### config.mk
export PLATFORM = sky130hd
export DESIGN_NAME = branch_loop_unit
export DESIGN_NICKNAME = d
export VERILOG_FILES = /design/src/rtl/bl_pkg.sv /design/src/rtl/bl_flag_unit.sv /design/src/rtl/bl_cond_eval.sv /design/src/rtl/bl_target_calc.sv /design/src/rtl/branch_loop_unit.sv
export SDC_FILE = /design/constraint.sdc
export NUM_CORES = 1
export LEC_CHECK = 0
export ABC_AREA = 1
export CAP_MARGIN = 20
export CORE_MARGIN = 2
export CORE_UTILIZATION = 42
export DETAILED_ROUTE_END_ITERATION = 10
export GPL_TIMING_DRIVEN = 0
export PLACE_DENSITY = 0.89
export SYNTH_ARGS = -nofsm -noshare
export SYNTH_HDL_FRONTEND = slang
export SYNTH_SLANG_ARGS = --single-unit
### constraint.sdc
create_clock -name clk -period 5.7 [get_ports clk]
set_input_delay 1.71 -clock clk [delete_from_list [all_inputs] [get_ports clk]]
set_output_delay 1.71 -clock clk [all_outputs]
set_load 0.01 [all_outputs]
### src/rtl/bl_pkg.sv
package bl_pkg;
    typedef enum logic [3:0] {
        BK_NONE = 4'd0,
        BK_JMP  = 4'd1,
        BK_JIND = 4'd2,
        BK_JG   = 4'd3,
        BK_JZ   = 4'd4,
        BK_JS   = 4'd5,
        BK_LOOP = 4'd6
    } br_kind_e;

    typedef struct packed {
        logic ovf;
        logic sgn;
        logic zro;
        logic cry;
    } cc_t;
endpackage

### src/rtl/bl_flag_unit.sv
module bl_flag_unit
    import bl_pkg::*;
#(
    parameter int DW = 32
) (
    input  logic          clk,
    input  logic          rst_n,
    input  logic          cmp_en,
    input  logic [DW-1:0] cmp_dst,
    input  logic [DW-1:0] cmp_src,
    input  logic          res_en,
    input  cc_t           res_cc,
    output cc_t           cc_q_o
);
    typedef struct packed {
        cc_t cc;
    } st_t;

    st_t st_d, st_q;
    logic [DW:0] diff_ext;
    cc_t cmp_cc;

    always_comb begin
        diff_ext   = {1'b0, cmp_dst} - {1'b0, cmp_src};
        cmp_cc.cry = diff_ext[DW];
        cmp_cc.zro = (diff_ext[DW-1:0] == '0);
        cmp_cc.sgn = diff_ext[DW-1];
        cmp_cc.ovf = (cmp_dst[DW-1] != cmp_src[DW-1]) &&
                     (diff_ext[DW-1] != cmp_dst[DW-1]);

        st_d = st_q;
        if (cmp_en)      st_d.cc = cmp_cc;
        else if (res_en) st_d.cc = res_cc;
    end

    always_ff @(posedge clk) begin
        if (!rst_n) st_q <= '0;
        else        st_q <= st_d;
    end

    assign cc_q_o = st_q.cc;

    AST_FLAGS_HOLD: assert property (@(posedge clk) disable iff (!rst_n)
        (!cmp_en && !res_en) |=> $stable(cc_q_o));
    AST_CMP_ZERO: assert property (@(posedge clk) disable iff (!rst_n)
        cmp_en |=> (cc_q_o.zro == ($past(cmp_dst) == $past(cmp_src))));
    AST_CMP_BORROW: assert property (@(posedge clk) disable iff (!rst_n)
        cmp_en |=> (cc_q_o.cry == ($past(cmp_dst) < $past(cmp_src))));
    AST_RES_LOAD: assert property (@(posedge clk) disable iff (!rst_n)
        (res_en && !cmp_en) |=> (cc_q_o == $past(res_cc)));
endmodule

### src/rtl/bl_cond_eval.sv
module bl_cond_eval
    import bl_pkg::*;
#(
    parameter int CW = 32
) (
    input  logic [3:0]    kind,
    input  cc_t           cc,
    input  logic [CW-1:0] cnt_in,
    output logic          taken,
    output logic [CW-1:0] cnt_out,
    output logic          cnt_we
);
    logic [CW-1:0] cnt_dec;

    always_comb begin
        cnt_dec = cnt_in - CW'(1);
        taken   = 1'b0;
        cnt_out = cnt_in;
        cnt_we  = 1'b0;
        case (br_kind_e'(kind))
            BK_JMP, BK_JIND: taken = 1'b1;
            BK_JG:   taken = !cc.zro && (cc.sgn == cc.ovf);
            BK_JZ:   taken = cc.zro;
            BK_JS:   taken = cc.sgn;
            BK_LOOP: begin
                cnt_out = cnt_dec;
                cnt_we  = 1'b1;
                taken   = (cnt_dec != '0);
            end
            default: taken = 1'b0;
        endcase
    end

    always_comb begin
        if (cnt_we)
            AST_WE_ONLY_LOOP: assert (kind == 4'd6);
        if (kind == 4'd4)
            AST_JZ_FOLLOWS_ZF: assert (taken == cc.zro);
    end
endmodule

### src/rtl/bl_target_calc.sv
module bl_target_calc #(
    parameter int AW = 32,
    parameter int SW = 8
) (
    input  logic [AW-1:0] next_pc,
    input  logic [AW-1:0] rel_off,
    input  logic          off_wide,
    input  logic          use_ind,
    input  logic [AW-1:0] ind_tgt,
    input  logic          taken,
    output logic [AW-1:0] tgt_addr
);
    localparam int EXT = AW - SW;

    logic [AW-1:0] off_short;
    logic [AW-1:0] off_sel;
    logic [AW-1:0] rel_tgt;

    generate
        if (EXT > 0) begin : g_ext
            assign off_short = {{EXT{rel_off[SW-1]}}, rel_off[SW-1:0]};
        end else begin : g_noext
            assign off_short = rel_off;
        end
    endgenerate

    always_comb begin
        off_sel = off_wide ? rel_off : off_short;
        rel_tgt = next_pc + off_sel;
        if (!taken)       tgt_addr = next_pc;
        else if (use_ind) tgt_addr = ind_tgt;
        else              tgt_addr = rel_tgt;
    end
endmodule

### src/rtl/branch_loop_unit.sv
module branch_loop_unit
    import bl_pkg::*;
#(
    parameter int AW = 32,
    parameter int CW = 32,
    parameter int SW = 8
) (
    input  logic          clk,
    input  logic          rst_n,
    input  logic [AW-1:0] next_pc,
    input  logic [3:0]    br_kind,
    input  logic [AW-1:0] rel_off,
    input  logic          off_wide,
    input  logic [AW-1:0] ind_tgt,
    input  logic [CW-1:0] cnt_in,
    input  logic          cmp_en,
    input  logic [CW-1:0] cmp_dst,
    input  logic [CW-1:0] cmp_src,
    input  logic          res_en,
    input  logic [3:0]    res_cc,
    output logic          taken,
    output logic [AW-1:0] tgt_addr,
    output logic [CW-1:0] cnt_out,
    output logic          cnt_we,
    output logic [3:0]    cc
);
    cc_t  cc_q;
    logic use_ind;

    bl_flag_unit #(.DW(CW)) u_flags (
        .clk    (clk),
        .rst_n  (rst_n),
        .cmp_en (cmp_en),
        .cmp_dst(cmp_dst),
        .cmp_src(cmp_src),
        .res_en (res_en),
        .res_cc (cc_t'(res_cc)),
        .cc_q_o (cc_q)
    );

    bl_cond_eval #(.CW(CW)) u_cond (
        .kind   (br_kind),
        .cc     (cc_q),
        .cnt_in (cnt_in),
        .taken  (taken),
        .cnt_out(cnt_out),
        .cnt_we (cnt_we)
    );

    assign use_ind = (br_kind == BK_JIND);

    bl_target_calc #(.AW(AW), .SW(SW)) u_tgt (
        .next_pc (next_pc),
        .rel_off (rel_off),
        .off_wide(off_wide),
        .use_ind (use_ind),
        .ind_tgt (ind_tgt),
        .taken   (taken),
        .tgt_addr(tgt_addr)
    );

    assign cc = cc_q;

    AST_NOT_TAKEN_SEQ: assert property (@(posedge clk) disable iff (!rst_n)
        !taken |-> (tgt_addr == next_pc));
    AST_IND_TARGET: assert property (@(posedge clk) disable iff (!rst_n)
        (br_kind == 4'd2) |-> (taken && tgt_addr == ind_tgt));
    AST_LOOP_DECIDE: assert property (@(posedge clk) disable iff (!rst_n)
        (br_kind == 4'd6) |-> (taken == (cnt_in != CW'(1))));
    AST_LOOP_KEEPS_CC: assert property (@(posedge clk) disable iff (!rst_n)
        (cnt_we && !cmp_en && !res_en) |=> $stable(cc));
endmodule

==> results.py, run 1 <==
metrics = {
    "sta": {
        "relSlewSlack_pct": 52.8,
        "fin_crit_sh_pct": 106,
        "fin_crit_ns": 6.03,
        "rsz0062_at_grt": "yes",
        "hold_violations": 0,
        "fmax_ghz": 0.166,
        "fin_ws_ns": -0.332,
        "worst_slew_pin_slew_ns": 0.709,
        "finClkSkew_ns": 0,
        "slew_viol_final": 0,
        "setup_viol": 33,
    },
    "yosys": {
        "synth.ff_latch_count": 4,
        "yosys.area.top_type": "nand2_1",
        "synthMostInstantiatedCell": "nand2_1",
        "netlist_area_mm2": 0.00721,
        "yosysSeqAreaShare_pct": 1.11,
        "synth_nets": 1788,
        "yosysWarnings": 0,
        "synthCells": 1516,
        "synth_edf_count": 0,
        "synth_cell_types": 40,
        "yosysTopAreaCellShare_pct": 31.7,
        "avgSynthCellArea_um2": 4.76,
        "synth_common_cells": "nand2_1 (610), inv_1 (258), nor2_1 (162)",
        "synth-async-reset-ratio_pct": 0,
        "synth_top_cells_by_area": "nand2_1 (32%), inv_1 (13%), ha_1 (11%)",
        "synth-main-ff-cell": "dfxtp_1",
    },
    "grt": {
        "antenna_found_initial": 2,
        "grt_pass1_vias": 10400,
        "grt-ovfl-total": 0,
        "grt_max_degree": 11,
        "gr-usage-all-layers_pct": 33.2,
        "grt_first_pass_wirelength_mm": 49.5,
    },
    "drt": {
        "vias": 11900,
        "routed_wl_mm": 37.7,
        "drc": 0,
        "wl_per_cell_um": 17.9,
        "ant_nets": 0,
        "dr.pass1.iters": 8,
        "dr.first_iter.drc_count": 1209,
        "vias_per_cell": 5.65,
    },
    "cts": {
        "cts_sinks": 4,
        "cts-htree-levels": 1,
        "cts_tree": "yes",
        "cts_made_buffers": 3,
        "clk_pin_slew_ns": 0.03,
        "cts_root_buffer": "clkbuf_16",
        "insertion_delay_ns": 0.22,
        "cts.path.max_buffers": 2,
        "cts_hold_buf": 0,
    },
    "floorplanning": {
        "core_region_area_mm2": 0.0167,
        "rows": 47,
        "ios": 275,
        "die-area_mm2": 0.0182,
        "die_w_um": 135,
        "start_util_pct": 43.2,
        "die_h_um": 135,
    },
    "setup_path": {
        "rr_endpoint": "u_flags.cc_q_o[1]",
        "crit_chain": "clkdlybuf4s50_1 > nand2_1 > nand2_1 > ha_4 > a21oi_2 > o21ai_1 > inv_1 > nand2_2 > buf_4 > a21oi_1 > nand2_1 > nand3_1 > nand2_1 > nand2_2 > nand2_1 > buf_2",
        "endpoint_kind": "primary output",
        "startpoint_type": "input port",
        "r2r_slack_ns": 4.91,
        "crit_slowest_cell": "clkdlybuf4s50_1",
        "cp.required_ns": 3.99,
        "cpMostUsedCell": "nand2_1",
        "cp.arrival_ns": 4.32,
        "crit_path_max_fanout": 4,
        "critPathMaxStageDelay_ns": 0.47,
        "criticalPathCategory": "in2out",
        "r2r_cells": 2,
        "r2r_start": "u_flags.cc_q_o[1]",
    },
    "placed_design": {
        "dp_slack_ns": -1.31,
        "place.gp.congestion": 0.964,
        "io_buffers": 273,
        "dpl.hpwl_mm": 24.8,
    },
    "power_and_ir_drop": {
        "powerDensity_mw_per_mm2": 117,
        "clkPwrFrac_pct": 7.5,
        "swShare_pct": 52.4,
        "share_comb_of_total_power_pct": 90.2,
        "p_total_uw": 1450,
        "p_int_uw": 689,
        "p_seq_share_pct": 2.3,
        "switchingPower_uw": 758,
        "ir_worst_vdd_mv": 0.0790,
        "p_leak_uw": 0.00635,
    },
    "run_status": {
        "outcome": "finished, violations left",
        "violations": "negative setup slack",
    },
    "final_layout": {
        "final_nets": 2155,
        "largest_reg_flops": 4,
        "fillers": 1319,
        "regArea_um2": 80.1,
        "layout-drive-gt1-share_pct": 24.2,
        "multi_input_area_mm2": 0.00743,
        "area_delta_synth_final_pct": 71.5,
    },
    "job": {
        "cap_violations": 0,
    },
    "min_path": {
        "hold_path.startpoint": "u_flags.cc_q_o[0]",
        "hold_depth": 2,
        "hold_end": "u_flags.cc_q_o[0]",
        "hold_path_class": "reg2reg",
    },
}
worst max path at each step:
stage	slack, ns	startpoint	depth (start not counted)	endpoint
floorplan	0.02	off_wide	15	tgt_addr[17]
global placement	-1.26	rel_off[7]	15	tgt_addr[17]
detailed placement	-1.31	rel_off[7]	15	tgt_addr[21]
CTS	-0.29	rel_off[8]	14	tgt_addr[17]
global route	-0.66	next_pc[2]	16	tgt_addr[19]
finish	-0.33	rel_off[13]	16	tgt_addr[18]
final cells by class:
cell class	instances	share of cell area, %
antenna	2	0.0404
buffer	25	1.36
clock buffer	3	0.607
inverter	261	8.00
multi-input combinational	1221	60.0
sequential	4	0.647
tap	220	2.22
timing repair buffer	367	27.1
routing by layer:
metal  track usage (%)  share of wire (%)
met2              60.4                 45
met1              37.4                 35
met5                 0                  0
met3              5.29                 11
met4              16.6                8.0
cells by family after synthesis:
family          Yosys count  synth area share, %
compound gates          185                 13.7
xor+xnor                 38                 4.61
fa+ha+maj                67                 11.8
buf+inv                 291                 15.6
flops                     4                 1.11
simple gates            931                 53.1
power by group through the flow:
stage | sequential (uW) | clock [uW] | combinational, uW
2_1_floorplan | 33.3 | 0 | 563
3_5_place_dp | 33.1 | 0 | 970
6_report | 32.9 | 108 | 1310
4_1_cts | 32.8 | 111 | 1090
3_3_place_gp | 33.1 | 0 | 959
5_1_grt | 33.0 | 115 | 1390
critical path, delay by kind of cell:
kind,cells,cell delay (ns)
simple gates,8,0.88
buf+inv,4,0.87
fa+ha+maj,1,0.27
compound gates,3,0.58
cell usage in the layout, fill, tap and decap left out, types with 40 or more instances in the layout:
cell / count
buf_6: 40
buf_4: 70
nor2_1: 97
nand2_2: 69
inv_1: 251
clkdlybuf4s50_1: 188
nor2_2: 40
o21ai_0: 62
nand2_1: 527
nand4_1: 44
nand3_1: 68
timing repair:
item / CTS / global route
gates resized for setup: 426 / 294
gates cloned: 3 / 1
setup buffers: 47 / 46
endpoints found under the hold margin: 0 / 0
pin swaps: 75 / 100
endpoints found under the setup margin: 61 / 56
through the flow:
stage	hold WS, ns	TNS (ns)	cell area, um2	util (%)	cells
6_report	0.605	-6.93	12400	74.1	2103
5_1_grt	0.621	-10.35	12400	74.1	2103
4_1_cts	0.589	-1.35	11500	68.6	2062
3_5_place_dp	0.579	-36.72	10200	61.2	2009
3_3_place_gp	0.573	-36.03	10200	61.2	2009
2_1_floorplan	0.555	0	7210	-	1516
Note: power is estimated with default switching activity, not from simulation.
==> inputs of run 2 (changes only) <==
--- a/config.mk
+++ b/config.mk
@@ -7,11 +7,12 @@
 export LEC_CHECK = 0
 export ABC_AREA = 1
 export CAP_MARGIN = 20
-export CORE_MARGIN = 2
+export CORE_MARGIN = 3
 export CORE_UTILIZATION = 42
 export DETAILED_ROUTE_END_ITERATION = 10
 export GPL_TIMING_DRIVEN = 0
-export PLACE_DENSITY = 0.89
+export PLACE_DENSITY = 0.76
+export REMOVE_ABC_BUFFERS = 1
 export SYNTH_ARGS = -nofsm -noshare
 export SYNTH_HDL_FRONTEND = slang
 export SYNTH_SLANG_ARGS = --single-unit
==> run 2 against run 1 <==
  * The flow still finishes with violations (negative setup slack)
  * Utilization up 1.3 points
  * First-iteration DRC count decreased by 5.9%
  * Design area increased by 1.8%
  * Non-clock buffer count is 37 lower
  * Via count fell by 1.9%
  * Cell count shrank 1.3%
  * Power barely moved
  * Sequential power hardly changed
  * Combinational power about the same
  * Critical path type unchanged
  * Critical endpoint is now tgt_addr[27]
  * Largest cell class unchanged
  * Largest power group unchanged
  * Highest routed layer is now met5
==> results.py, run 2 (synthesis gave the netlist of run 1 again) <==
metrics = {
    "sta": {
        "finClkSkew_ns": 0,
        "fin_crit_sh_pct": 104,
        "hold_slack_ns": 0.593,
        "fmax_ghz": 0.169,
        "hold_violations": 0,
        "setup_viol": 22,
        "worst_slew_pin_slew_ns": 1.01,
        "slew_viol_final": 0,
        "fin_ws_ns": -0.222,
        "rsz0062_at_grt": "yes",
        "relSlewSlack_pct": 32.7,
        "fin_crit_ns": 5.92,
        "setup_tns_ns": -1.14,
    },
    "grt": {
        "grt-ovfl-total": 0,
        "gr-usage-all-layers_pct": 32.7,
        "grt_max_degree": 36,
        "grt_first_pass_wirelength_mm": 49.3,
        "grt_pass1_vias": 9727,
        "antenna_found_initial": 4,
    },
    "floorplanning": {
        "die_h_um": 137,
        "start_util_pct": 43.2,
        "die-area_mm2": 0.0188,
        "ios": 275,
        "die_w_um": 137,
        "core_region_area_mm2": 0.0167,
        "rows": 47,
    },
    "placed_design": {
        "place.gp.congestion": 0.985,
        "dp.cells": 1983,
        "dpl.hpwl_mm": 25.1,
        "io_buffers": 274,
        "dp_slack_ns": -2.26,
    },
    "cts": {
        "cts_tree": "yes",
        "cts-htree-levels": 1,
        "cts_hold_buf": 0,
        "cts.path.max_buffers": 2,
        "cts_made_buffers": 3,
        "cts_sinks": 4,
        "clk_pin_slew_ns": 0.03,
        "insertion_delay_ns": 0.22,
        "cts_root_buffer": "clkbuf_16",
    },
    "min_path": {
        "hold_path_class": "reg2reg",
    },
    "power_and_ir_drop": {
        "powerDensity_mw_per_mm2": 115,
        "ir_worst_vdd_mv": 0.0814,
        "p_leak_uw": 0.00637,
    },
    "drt": {
        "dr.first_iter.drc_count": 1138,
        "wl_met3_mm": 4.36,
        "dr.pass1.iters": 8,
        "drc": 0,
        "wl_met2_mm": 16.5,
        "wl_per_cell_um": 18.1,
        "ant_nets": 0,
        "vias_per_cell": 5.61,
        "top_layer_used": "met5",
        "m1WireLength_mm": 14.4,
        "vias": 11700,
        "routed_wl_mm": 37.7,
    },
    "final_layout": {
        "final_nets": 2128,
        "layout_common_cells": "nand2_1 (533), inv_1 (242), clkdlybuf4s50_1 (187), nor2_1 (91), nand3_1 (68)",
        "fillers": 1308,
        "layout_commonest_cell": "nand2_1",
        "largest_reg_flops": 4,
        "layout-drive-gt1-share_pct": 24.1,
        "final_core_util_pct": 75.4,
        "fin_cells": 2076,
        "area_delta_synth_final_pct": 74.6,
    },
    "run_status": {
        "violations": "negative setup slack",
        "outcome": "finished, violations left",
    },
    "setup_path": {
        "cp.arrival_ns": 4.21,
        "cp.required_ns": 3.99,
        "criticalPathCategory": "in2out",
        "crit_path_max_fanout": 4,
        "startpoint_type": "input port",
        "endpoint_kind": "primary output",
    },
    "job": {
        "cap_violations": 0,
    },
}
## run 2: cell types whose count changed in the layout (fill, tap and decap cells not counted), moves of 5 or more
cell	change
clkdlybuf4s15_2	+11
buf_2	-13
nor2_4	+8
clkbuf_1	-8
buf_12	+5
nor2_1	-6
nand2_1	+6
nand2_8	+6
nand2_2	-9
inv_2	+7
buf_6	-15
inv_1	-9
dlymetal6s2s_1	+5
clkbuf_2	-13
## run 2: path summary, 6_finish.rpt
kind         cells past startpoint                end  slack, ns               from
min                              2  u_flags.cc_q_o[1]       0.59  u_flags.cc_q_o[1]
max                             15       tgt_addr[27]      -0.22         rel_off[8]
max reg2reg                      4  u_flags.cc_q_o[2]       4.91  u_flags.cc_q_o[2]
min reg2reg                      2  u_flags.cc_q_o[1]       0.59  u_flags.cc_q_o[1]
## run 2: where the power goes
group          leakage (uW)  switching [uW]  internal, uW
Combinational       0.00630             732           573
Clock             0.0000370            19.7          89.6
Sequential        0.0000331            2.25          30.5
## run 2: layout make-up
type	count	area (um2)	area share, %
Timing Repair Buffer	355	3460	27.4
Tap cell	220	275	2.19
Antenna cell	2	5.00	0.0397
Timing Repair inverter	2	10.0	0.0795
Clock buffer	3	75.1	0.596
Multi-Input combinational cell	1229	7690	61.1
Inverter	261	998	7.93
Sequential cell	4	80.1	0.636
## run 2: layer usage
metal / GRT usage (%) / up-vias
li1: - / 5443
met1: 43.6 / 5173
met2: 54.8 / 788
met3: 5.07 / 244
met4: 8.31 / 4
met5: 0 / -
## run 2: critical path, cell delays in order
cell and delay [ns]:
clkdlybuf4s50_1 0.45, nand2_1 0.11, nand2_2 0.07, ha_4 0.32, nand2_2 0.11, nor2_1 0.24, nand2_1 0.12, nand2_1 0.20
nand3_1 0.16, nand3_1 0.14, nand2_1 0.07, o21ai_0 0.16, nand2_1 0.07, nand2_1 0.05, clkdlybuf4s15_2 0.23
## run 2: stage by stage
step                      area, um2  power [uW]
after global routing          12600        1540
after floorplan                7070         587
after global placement        10100         993
after detailed placement      10200        1000
final                         12600        1450
after CTS                     11500        1240
## run 2: timing repair
action,4_1_cts,5_1_grt
buffers inserted,47,30
cloned,8,3
setup endpoints to repair,62,40
endpoints found under the hold margin,0,0
pin swaps,104,125
resized for setup,440,274
==> inputs of run 3 (changes only) <==
--- a/config.mk
+++ b/config.mk
@@ -13,6 +13,7 @@
 export GPL_TIMING_DRIVEN = 0
 export PLACE_DENSITY = 0.76
 export REMOVE_ABC_BUFFERS = 1
+export SLEW_MARGIN = 20
 export SYNTH_ARGS = -nofsm -noshare
 export SYNTH_HDL_FRONTEND = slang
 export SYNTH_SLANG_ARGS = --single-unit
==> run 3 against run 2 <==
  * The run still ends with negative setup slack left
  * Clock skew unchanged
  * Global-route usage is essentially flat
  * Cell count down 0.58%
  * Die area did not move
  * Design area down 4.5%
  * Count of clock-buffer cells in the layout unchanged
  * Critical path depth is the same
  * Register-to-register slack worse by 0.03 ns
  * First-iteration DRC count is 22% lower
  * Sequential power hardly changed
  * Critical path type unchanged
  * Critical endpoint unchanged
  * Largest cell class unchanged
  * Highest routed layer unchanged
==> results.py, run 3 (synthesis gave the netlist of run 1 again) <==
metrics = {
    "run_status": {
        "outcome": "finished, violations left",
        "violations": "negative setup slack",
    },
    "setup_path": {
        "r2r_cells": 4,
        "cp.arrival_ns": 4.04,
        "startpoint_type": "input port",
        "r2r_slack_ns": 4.88,
        "r2r_start": "u_flags.cc_q_o[2]",
        "rr_endpoint": "u_flags.cc_q_o[2]",
        "critPathLaunch": "rel_off[10]",
        "cp.required_ns": 3.99,
        "endpoint_kind": "primary output",
        "crit_path_max_fanout": 4,
        "criticalPathCategory": "in2out",
    },
    "sta": {
        "setup_viol": 3,
        "fin_crit_ns": 5.75,
        "finClkSkew_ns": 0,
        "setup_tns_ns": -0.118,
        "slew_viol_final": 0,
        "rsz0062_at_grt": "yes",
        "worst_slew_pin_slew_ns": 0.746,
        "fin_ws_ns": -0.0496,
        "relSlewSlack_pct": 50.1,
        "fmax_ghz": 0.174,
        "hold_violations": 0,
        "hold_slack_ns": 0.598,
        "fin_crit_sh_pct": 101,
    },
    "floorplanning": {
        "core_region_area_mm2": 0.0167,
        "start_util_pct": 43.2,
        "die-area_mm2": 0.0188,
        "die_w_um": 137,
        "ios": 275,
        "rows": 47,
        "die_h_um": 137,
    },
    "placed_design": {
        "dpl_cell_area_mm2": 0.0101,
        "dpl.hpwl_mm": 25.1,
        "place.gp.congestion": 0.985,
        "dp_slack_ns": -2.29,
        "io_buffers": 274,
    },
    "drt": {
        "dr.pass1.iters": 9,
        "wl_per_cell_um": 17.2,
        "dr.first_iter.drc_count": 884,
        "routed_wl_mm": 35.5,
        "drc": 0,
        "ant_nets": 0,
        "vias_per_cell": 5.43,
        "vias": 11200,
    },
    "cts": {
        "cts_hold_buf": 0,
        "cts_root_buffer": "clkbuf_16",
        "cts-htree-levels": 1,
        "cts_tree": "yes",
        "insertion_delay_ns": 0.23,
        "cts_sinks": 4,
        "cts_made_buffers": 3,
        "clk_pin_slew_ns": 0.03,
        "cts.path.max_buffers": 2,
    },
    "grt": {
        "antenna_found_initial": 3,
        "gr-usage-all-layers_pct": 32.6,
        "grt_first_pass_wirelength_mm": 49.1,
        "grt_max_degree": 54,
        "grt-ovfl-total": 0,
        "grt_pass1_vias": 9720,
    },
    "min_path": {
        "hold_path.startpoint": "u_flags.cc_q_o[3]",
        "hold_path_class": "reg2reg",
        "hold_end": "u_flags.cc_q_o[3]",
        "hold_depth": 2,
    },
    "final_layout": {
        "layout_common_cells": "nand2_1 (552), inv_1 (246), clkdlybuf4s50_1 (191), nor2_1 (97), nand3_1 (67)",
        "largest_reg_flops": 4,
        "layout_commonest_cell": "nand2_1",
        "final_nets": 2115,
        "area_delta_synth_final_pct": 66.8,
        "layout-drive-gt1-share_pct": 21.7,
        "final_area_mm2": 0.0120,
        "final_core_util_pct": 72.0,
    },
    "power_and_ir_drop": {
        "powerDensity_mw_per_mm2": 115,
        "ir_worst_vdd_mv": 0.0788,
        "p_leak_uw": 0.00615,
    },
    "job": {
        "cap_violations": 0,
    },
}
-- run 3: cell types whose count changed in the layout (fill, tap and decap cells not counted), sizes merged, moves of 2 or more --
cell	previous run	this run
clkbuf	15	36
inv	258	260
clkdlybuf4s15	15	2
buf	118	97
clkinvlp	5	1
clkdlybuf4s50	187	191
dlymetal6s2s	17	11
dlygate4sd2	6	9
-- run 3: worst max path at each step --
stage / to / slack [ns] / depth (start not counted)
after floorplan: tgt_addr[0] / 0.02 / 8
after global placement: tgt_addr[17] / -2.49 / 9
after detailed placement: tgt_addr[17] / -2.29 / 15
after CTS: tgt_addr[31] / -0.05 / 15
after global routing: tgt_addr[27] / -0.17 / 15
final: tgt_addr[27] / -0.05 / 15
-- run 3: area by class of cell --
type	instances	area (um2)
fillers	1474	4670
flip-flops and latches	4	80.1
inverters	261	1010
repair buffers	344	3120
multi-input cells	1229	7460
diodes	3	7.51
well taps	220	275
clock buffers	3	75.1
-- run 3: worst max-delay path: stages --
cell and delay, ns:
clkdlybuf4s50_1 0.42, nand2_1 0.08, nand2_1 0.11, ha_4 0.32
nand2_1 0.12, o21ai_1 0.26, inv_1 0.09, nand2_1 0.18
nand3_1 0.12, nand3_1 0.09, nand2_1 0.04, o21ai_0 0.15
nand2_1 0.07, nand2_1 0.06, clkdlybuf4s15_1 0.24
-- run 3: repair_timing --
item | CTS | global route
setup endpoints to repair | 62 | 33
buffers inserted | 39 | 28
gates cloned | 6 | 3
pin swaps | 68 | 119
resized for setup | 332 | 281
-- run 3: through the flow --
step | instances | power (uW)
final | 2064 | 1390
after global routing | 2062 | 1490
after CTS | 2030 | 1210
after detailed placement | 1982 | 1000
after global placement | 1980 | 993
after floorplan | 1486 | 587
-- run 3: power by group --
part           switching, uW  internal [uW]  leakage (uW)
combinational            696            547       0.00608
sequential              2.22           30.4     0.0000331
clock                   22.3           89.9     0.0000370
-- run 3: per-layer routing --
| layer | track usage [%] | share of wire [%] | vias up |
|---|---|---|---|
| met4 | 9.76 | 5.0 | 4 |
| li1 | - | - | 5428 |
| met2 | 54.4 | 45 | 610 |
| met5 | 0 | 0.082 | - |
| met1 | 42.7 | 40 | 5021 |
| met3 | 6.07 | 10 | 153 |
